File: src/rtl/wtc_pkg.sv
`timescale 1ns/1ps
package wtc_pkg;
  typedef enum logic [1:0] {
    ACT_NONE = 2'd0,
    ACT_SET  = 2'd1,
    ACT_CLR  = 2'd2,
    ACT_TGL  = 2'd3
  } act_e;

  typedef struct packed {
    act_e on_trig;
    act_e on_period;
    act_e on_duty;
  } out_cfg_t;

  typedef struct packed {
    out_cfg_t   b;
    out_cfg_t   a;
    logic [2:0] clk_sel;
  } mode_t;

  localparam int MODE_W   = $bits(mode_t);
  localparam int SEL_W    = 3;
  localparam int CMD_EN   = 0;
  localparam int CMD_DIS  = 1;
  localparam int CMD_TRIG = 2;

  function automatic logic apply_act(input act_e act, input logic cur);
    case (act)
      ACT_SET: apply_act = 1'b1;
      ACT_CLR: apply_act = 1'b0;
      ACT_TGL: apply_act = ~cur;
      default: apply_act = cur;
    endcase
  endfunction
endpackage

File: src/rtl/wtc_tick_gen.sv
`timescale 1ns/1ps
module wtc_tick_gen #(
  parameter int STAGES   = 4,
  parameter int STEP_LOG = 2,
  parameter int SEL_W    = 3
) (
  input  logic             clk_i,
  input  logic             rst_ni,
  input  logic [SEL_W-1:0] sel_i,
  input  logic             slow_tick_i,
  output logic             tick_o
);
  localparam int DIV_W = (STAGES > 1) ? STEP_LOG * (STAGES - 1) : 1;

  logic [DIV_W-1:0]  div_q;
  logic [STAGES-1:0] taps;

  always_ff @(posedge clk_i or negedge rst_ni) begin
    if (!rst_ni) div_q <= '0;
    else         div_q <= div_q + 1'b1;
  end

  for (genvar k = 0; k < STAGES; k++) begin : g_tap
    if (k == 0) begin : g_full
      assign taps[k] = 1'b1;
    end else begin : g_div
      assign taps[k] = (div_q[STEP_LOG*k-1:0] == '0);
    end
  end

  always_comb begin
    tick_o = 1'b0;
    for (int k = 0; k < STAGES; k++) begin
      if (sel_i == SEL_W'(k)) tick_o = taps[k];
    end
    if (sel_i == SEL_W'(STAGES)) tick_o = slow_tick_i;
  end

  if (STAGES > 1) begin : g_chk
    // divide-by-4 select never ticks on two adjacent cycles
    p_tick_spacing_r3: assert property (@(posedge clk_i) disable iff (!rst_ni)
      (tick_o && sel_i == SEL_W'(1)) |=> !(tick_o && sel_i == SEL_W'(1)));
  end
endmodule

File: src/rtl/wtc_counter.sv
`timescale 1ns/1ps
module wtc_counter #(
  parameter int CNT_W = 16
) (
  input  logic             clk_i,
  input  logic             rst_ni,
  input  logic             step_i,
  input  logic             restart_i,
  input  logic [CNT_W-1:0] period_i,
  output logic [CNT_W-1:0] cnt_o,
  output logic             period_hit_o
);
  logic [CNT_W-1:0] cnt_q;

  assign cnt_o        = cnt_q;
  assign period_hit_o = (cnt_q == period_i);

  always_ff @(posedge clk_i or negedge rst_ni) begin
    if (!rst_ni)          cnt_q <= '0;
    else if (restart_i)   cnt_q <= '0;
    else if (step_i) begin
      if (period_hit_o)   cnt_q <= '0;
      else                cnt_q <= cnt_q + 1'b1;
    end
  end

  p_wrap_r4: assert property (@(posedge clk_i) disable iff (!rst_ni)
    (step_i && !restart_i && cnt_q == period_i) |=> cnt_q == '0);
  p_incr_r4: assert property (@(posedge clk_i) disable iff (!rst_ni)
    (step_i && !restart_i && cnt_q != period_i) |=> cnt_q == $past(cnt_q) + 1'b1);
  p_hold_r9: assert property (@(posedge clk_i) disable iff (!rst_ni)
    (!step_i && !restart_i) |=> $stable(cnt_q));
  p_restart_r8: assert property (@(posedge clk_i) disable iff (!rst_ni)
    restart_i |=> cnt_q == '0);
endmodule

File: src/rtl/wtc_wave_out.sv
`timescale 1ns/1ps
module wtc_wave_out
  import wtc_pkg::*;
(
  input  logic     clk_i,
  input  logic     rst_ni,
  input  out_cfg_t cfg_i,
  input  logic     step_i,
  input  logic     trig_i,
  input  logic     duty_hit_i,
  input  logic     period_hit_i,
  output logic     wave_o
);
  act_e act;
  logic wave_q;

  assign wave_o = wave_q;

  // trigger beats period compare, period compare beats duty compare
  always_comb begin
    act = ACT_NONE;
    if (trig_i)              act = cfg_i.on_trig;
    else if (step_i) begin
      if (period_hit_i)      act = cfg_i.on_period;
      else if (duty_hit_i)   act = cfg_i.on_duty;
    end
  end

  always_ff @(posedge clk_i or negedge rst_ni) begin
    if (!rst_ni) wave_q <= 1'b0;
    else         wave_q <= apply_act(act, wave_q);
  end

  p_trig_set_r8: assert property (@(posedge clk_i) disable iff (!rst_ni)
    (trig_i && cfg_i.on_trig == ACT_SET) |=> wave_q);
  p_trig_clr_r8: assert property (@(posedge clk_i) disable iff (!rst_ni)
    (trig_i && cfg_i.on_trig == ACT_CLR) |=> !wave_q);
  p_period_wins_r7: assert property (@(posedge clk_i) disable iff (!rst_ni)
    (step_i && !trig_i && period_hit_i && duty_hit_i && cfg_i.on_period == ACT_SET) |=> wave_q);
  p_stopped_hold_r9: assert property (@(posedge clk_i) disable iff (!rst_ni)
    (!step_i && !trig_i) |=> $stable(wave_q));
endmodule

File: src/rtl/wave_timer_chan.sv
`timescale 1ns/1ps
module wave_timer_chan
  import wtc_pkg::*;
#(
  parameter int  CNT_W        = 16,
  parameter int  PRE_STAGES   = 4,
  parameter int  PRE_STEP_LOG = 2,
  localparam int DATA_W       = (CNT_W > MODE_W) ? CNT_W : MODE_W
) (
  input  logic              clk_i,
  input  logic              rst_ni,
  input  logic              wr_en_i,
  input  logic [1:0]        wr_addr_i,
  input  logic [DATA_W-1:0] wr_data_i,
  input  logic [2:0]        cmd_i,
  input  logic              slow_tick_i,
  output logic [CNT_W-1:0]  count_o,
  output logic              wave_a_o,
  output logic              wave_b_o
);
  localparam int NOUT = 2;

  mode_t            mode_q;
  logic [CNT_W-1:0] duty_q [NOUT];
  logic [CNT_W-1:0] period_q;
  logic             clk_on_q;
  logic             tick, step, trig, period_hit;
  logic [CNT_W-1:0] cnt;
  out_cfg_t         cfg   [NOUT];
  logic [NOUT-1:0]  wave;

  always_ff @(posedge clk_i or negedge rst_ni) begin
    if (!rst_ni) begin
      mode_q   <= '0;
      duty_q   <= '{default: '0};
      period_q <= '0;
    end else if (wr_en_i) begin
      case (wr_addr_i)
        2'd0: mode_q    <= mode_t'(wr_data_i[MODE_W-1:0]);
        2'd1: duty_q[0] <= wr_data_i[CNT_W-1:0];
        2'd2: duty_q[1] <= wr_data_i[CNT_W-1:0];
        default: period_q <= wr_data_i[CNT_W-1:0];
      endcase
    end
  end

  always_ff @(posedge clk_i or negedge rst_ni) begin
    if (!rst_ni)                clk_on_q <= 1'b0;
    else if (cmd_i[CMD_DIS])    clk_on_q <= 1'b0;
    else if (cmd_i[CMD_EN])     clk_on_q <= 1'b1;
  end

  assign trig = cmd_i[CMD_TRIG];
  assign step = clk_on_q & tick;

  wtc_tick_gen #(
    .STAGES  (PRE_STAGES),
    .STEP_LOG(PRE_STEP_LOG),
    .SEL_W   (SEL_W)
  ) u_tick (
    .clk_i      (clk_i),
    .rst_ni     (rst_ni),
    .sel_i      (mode_q.clk_sel),
    .slow_tick_i(slow_tick_i),
    .tick_o     (tick)
  );

  wtc_counter #(.CNT_W(CNT_W)) u_cnt (
    .clk_i       (clk_i),
    .rst_ni      (rst_ni),
    .step_i      (step),
    .restart_i   (trig),
    .period_i    (period_q),
    .cnt_o       (cnt),
    .period_hit_o(period_hit)
  );

  assign cfg[0] = mode_q.a;
  assign cfg[1] = mode_q.b;

  for (genvar i = 0; i < NOUT; i++) begin : g_out
    wtc_wave_out u_wave (
      .clk_i       (clk_i),
      .rst_ni      (rst_ni),
      .cfg_i       (cfg[i]),
      .step_i      (step),
      .trig_i      (trig),
      .duty_hit_i  (cnt == duty_q[i]),
      .period_hit_i(period_hit),
      .wave_o      (wave[i])
    );
  end

  assign count_o  = cnt;
  assign wave_a_o = wave[0];
  assign wave_b_o = wave[1];

  p_disable_r2: assert property (@(posedge clk_i) disable iff (!rst_ni)
    cmd_i[CMD_DIS] |=> !clk_on_q);
  p_enable_r2: assert property (@(posedge clk_i) disable iff (!rst_ni)
    (cmd_i[CMD_EN] && !cmd_i[CMD_DIS]) |=> clk_on_q);
  p_stopped_r9: assert property (@(posedge clk_i) disable iff (!rst_ni)
    (!clk_on_q && !trig) |=> $stable(count_o));
endmodule

File: config.mk
export PLATFORM = sky130hd
export DESIGN_NAME = wave_timer_chan
export DESIGN_NICKNAME = d
export VERILOG_FILES = /design/src/rtl/wtc_pkg.sv /design/src/rtl/wtc_tick_gen.sv /design/src/rtl/wtc_counter.sv /design/src/rtl/wtc_wave_out.sv /design/src/rtl/wave_timer_chan.sv
export SDC_FILE = /design/constraint.sdc
export NUM_CORES = 1
export LEC_CHECK = 0
export BUFFER_PORTS_ARGS = -buffer_cell sky130_fd_sc_hd__buf_2
export CORE_UTILIZATION = 40
export CTS_BUF_LIST = sky130_fd_sc_hd__clkbuf_2 sky130_fd_sc_hd__clkbuf_4 sky130_fd_sc_hd__clkbuf_8
export DETAILED_ROUTE_END_ITERATION = 12
export GPL_TIMING_DRIVEN = 1
export PLACE_DENSITY_LB_ADDON = 0.3
export SLEW_MARGIN = 5
export SYNTH_ARGS = -nofsm -noshare
export SYNTH_HDL_FRONTEND = slang
export SYNTH_SLANG_ARGS = --single-unit
File: constraint.sdc
create_clock -name clk_i -period 2 [get_ports clk_i]
set_input_delay 0.1 -clock clk_i [delete_from_list [all_inputs] [get_ports clk_i]]
set_output_delay 0.1 -clock clk_i [all_outputs]
set_load 0.05 [all_outputs]
==> insert_results.sql <==
INSERT INTO impl_metrics (metric_group, metric, value, unit) VALUES
('sta', 'timing.final.max_slew_violations', '0', ''),
('placement', 'post_place_cells', '526', ''),
('cts', 'clock_tree_root_buffer_cell', 'sky130_fd_sc_hd__clkbuf_8', ''),
('cts', 'clkLatencyLatePin', '0.35', 'ns'),
('run_status', 'status', 'complete, no violations', ''),
('final_layout', 'post_layout_nonfiller_instances', '547', ''),
('global_route', 'wire_length_of_the_first_global_routing_pass', '15.31', 'mm'),
('placement', 'placed_cell_area', '4857', 'um2'),
('cts', 'tritoncts_num_sinks', '88', ''),
('die', 'die_h', '106.8', 'um'),
('sta', 'fmaxAchievable', '513.7', 'MHz'),
('die', 'initial_utilization', '41.98', '%'),
('final_layout', 'synthToLayoutAreaGrowth', '17.55', '%'),
('synthesis', 'avgSynthCellArea', '12.66', 'um2'),
('synthesis', 'number_of_synthesis_warnings', '0', ''),
('synthesis', 'synthTopCellsByArea', 'sky130_fd_sc_hd__dfrtp_1 50%, sky130_fd_sc_hd__mux2_2 16%, sky130_fd_sc_hd__xor2_1 6.6%, sky130_fd_sc_hd__xnor2_1 5.0%, sky130_fd_sc_hd__xnor2_2 1.9%', ''),
('sta', 'timing.max_slew.rel_slack', '61.69', '%'),
('cts', 'cts-htree-levels', '3', ''),
('worst_setup_path', 'critPathCaptureType', 'flop', ''),
('routing', 'routed_wire_length_per_instance', '17.24', 'um'),
('sta', 'grt_setup_unrepaired', 'true', ''),
('synthesis', 'synth_seq_cells', '88', ''),
('synthesis', 'postSynth.topFlopCell', 'sky130_fd_sc_hd__dfrtp_1', ''),
('cts', 'clock_tree_from_tritoncts', 'yes', ''),
('die', 'floorplan.io_pins', '43', ''),
('synthesis', 'synth_area', '4392', 'um2'),
('synthesis', 'synth_cell_type_count', '42', ''),
('cts', 'num_cts_buffers', '9', ''),
('placement', 'dp_hpwl', '6.908', 'mm'),
('synthesis', 'synth_seq_area_share', '50.14', '%'),
('worst_setup_path', 'criticalPathCategory', 'reg2reg', ''),
('synthesis', 'yosys.area.top_type_share', '50.14', '%'),
('worst_hold_path', 'min_delay_path_depth', '2', ''),
('worst_setup_path', 'path_depth', '6', ''),
('routing', 'viasPerCell', '5.199', ''),
('final_layout', 'final_design_area_no_fill', '5162', 'um2'),
('die', 'placeableCoreArea', '10460', 'um2'),
('placement', 'globalplace.congestion', '0.7525', ''),
('routing', 'drtIter0Drc', '63', ''),
('worst_setup_path', 'worstSetupStartpointType', 'flop', ''),
('die', 'design.die.area', '11400', 'um2'),
('synthesis', 'synth_edf_count', '0', ''),
('synthesis', 'synth.net_count', '375', ''),
('global_route', 'grt_pass1_vias', '2814', ''),
('global_route', 'grt_remaining_overflow', '0', ''),
('sta', 'finalSetupViolations', '0', ''),
('global_route', 'gr-usage-all-layers', '17.97', '%'),
('cts', 'clock_path_buffers', '2', ''),
('power_and_ir_drop', 'ir_drop', '0.0005003', 'V'),
('power_and_ir_drop', 'power.total', '4374', 'uW'),
('worst_setup_path', 'critical_path_at', '2.19', 'ns'),
('sta', 'period_minus_slack', '1.947', 'ns'),
('power_and_ir_drop', 'power_per_cell_area', '847.3', 'nW/um2'),
('die', 'die-width', '106.8', 'um'),
('final_layout', 'post-route-util', '49.34', '%'),
('worst_setup_path', 'critical_path_data_required_time', '2.24', 'ns'),
('routing', 'detail-route-antenna-nets', '0', ''),
('final_layout', 'diodes', '0', ''),
('synthesis', 'asyncSetResetFlopFracSynth', '100.0', '%'),
('synthesis', 'largest_area_contributor_in_the_netlist', 'sky130_fd_sc_hd__dfrtp_1', ''),
('synthesis', 'syn_inst_count', '347', ''),
('cts', 'clkSlewWorstSetupHoldPaths', '0.09', 'ns'),
('power_and_ir_drop', 'power.static_leakage', '0.002254', 'uW'),
('worst_setup_path', 'cp.buffers_inverters', '0', ''),
('flow_run', 'max_cap_viol_count', '0', ''),
('worst_setup_path', 'crit_family', 'simple AND/OR/NAND/NOR gates', ''),
('sta', 'hold_violations', '0', ''),
('worst_setup_path', 'cpMaxStageDelayCell', 'sky130_fd_sc_hd__dfrtp_1', ''),
('worst_setup_path', 'r2r.worst_path.cells', '6', ''),
('worst_hold_path', 'worst_hold_path_type', 'in2reg', ''),
('routing', 'wirelength', '9.433', 'mm');
-- kinds of logic after synthesis --
| family | after synthesis | synth area share (%) |
|---|---|---|
| AOI/OAI and AO/OA | 23 | 4.160 |
| xor gates and xnor gates | 63 | 13.42 |
| adders and majority gates | 3 | 0.8548 |
| buffers and inverters | 27 | 3.931 |
| DFF | 88 | 50.14 |
| muxes | 63 | 16.15 |
| and+or+nand+nor | 80 | 11.34 |
-- state kept, by name, summed over array words and instances (netlist names) --
name / cells
u_tick.div_q: 6
clk_on_q: 1
cfg: 12
g_out.u_wave.wave_o: 2
duty_q: 32
mode_q: 3
period_q: 16
u_cnt.cnt_o: 16
-- cell usage after synthesis (2+ instances only) --
master	instances
sky130_fd_sc_hd__a21o_1	3
sky130_fd_sc_hd__a21oi_1	5
sky130_fd_sc_hd__a221oi_2	2
sky130_fd_sc_hd__a2bb2oi_2	2
sky130_fd_sc_hd__a31oi_1	3
sky130_fd_sc_hd__buf_2	8
sky130_fd_sc_hd__buf_4	2
sky130_fd_sc_hd__buf_6	5
sky130_fd_sc_hd__clkbuf_1	7
sky130_fd_sc_hd__dfrtp_1	88
sky130_fd_sc_hd__ha_1	3
sky130_fd_sc_hd__inv_1	4
sky130_fd_sc_hd__mux2_2	63
sky130_fd_sc_hd__nand2_1	7
sky130_fd_sc_hd__nand3_1	11
sky130_fd_sc_hd__nand3b_1	3
sky130_fd_sc_hd__nand4_1	7
sky130_fd_sc_hd__nor2_1	9
sky130_fd_sc_hd__nor2_2	10
sky130_fd_sc_hd__nor2b_1	2
sky130_fd_sc_hd__nor3_1	9
sky130_fd_sc_hd__nor3b_1	3
sky130_fd_sc_hd__nor4_1	8
sky130_fd_sc_hd__nor4_2	2
sky130_fd_sc_hd__o21ai_0	4
sky130_fd_sc_hd__xnor2_1	25
sky130_fd_sc_hd__xnor2_2	5
sky130_fd_sc_hd__xor2_1	33
-- layout by cell type, fill, tap and decap left out, drive strengths merged, types with 9 or more instances in the layout --
| master | instances |
|---|---|
| dfrtp | 88 |
| buf | 68 |
| mux2 | 63 |
| xor2 | 33 |
| xnor2 | 30 |
| nor2 | 19 |
| clkbuf | 12 |
| nand3 | 11 |
| nor4 | 11 |
| nor3 | 9 |
-- final cells by class --
class | count | area, um2
multi-input combinational | 232 | 2100
clock inverter | 4 | 52.55
tap | 136 | 170.2
inverter | 4 | 15.01
timing repair buffer | 71 | 450.4
sequential | 88 | 2222
clock buffer | 12 | 152.6
fill | 950 | 5300
-- power breakdown --
part,total [uW],internal [uW],switching (uW)
Clock,1280,645,632
Combinational,840,440,401
Sequential,2260,2050,210
Total,4370,3130,1240
-- what timing repair did --
action / 4_1_cts / 5_1_grt
pin swaps: 0 / 8
buffers inserted: 0 / 3
hold buffers: 3 / 0
resized for setup: 1 / 9
endpoints found under the hold margin: 43 / 0
endpoints found under the setup margin: 2 / 9
-- through the flow --
stage               TNS (ns)  hold slack [ns]
detailed placement  -0.03488           0.1414
global route         -0.5463         0.007501
global placement           0           0.1328
finish                     0          0.01715
CTS                        0         0.004359
floorplan            -0.4603          -0.1956
-- worst paths after layout --
| kind | from | to | slack (ns) |
|---|---|---|---|
| min in group asynchronous | rst_ni | u_cnt.cnt_o[15] | 0.27 |
| max | u_tick.div_q[4] | u_cnt.cnt_o[8] | 0.05 |
| max in group asynchronous | rst_ni | u_cnt.cnt_o[1] | 1.08 |
| max reg2reg | u_tick.div_q[4] | u_cnt.cnt_o[8] | 0.05 |
| min | wr_data_i[1] | mode_q[1] | 0.02 |
| min reg2reg | u_tick.div_q[0] | u_tick.div_q[0] | 0.44 |
-- routing by layer --
metal,vias up,wire length (um),track usage (%)
met5,-,0,0
li1,1331,-,-
met2,53,4366,27.65
met4,0,114,5.284
met1,1449,4677,25.69
met3,11,274,3.465
(Power assumes the default switching activity.)
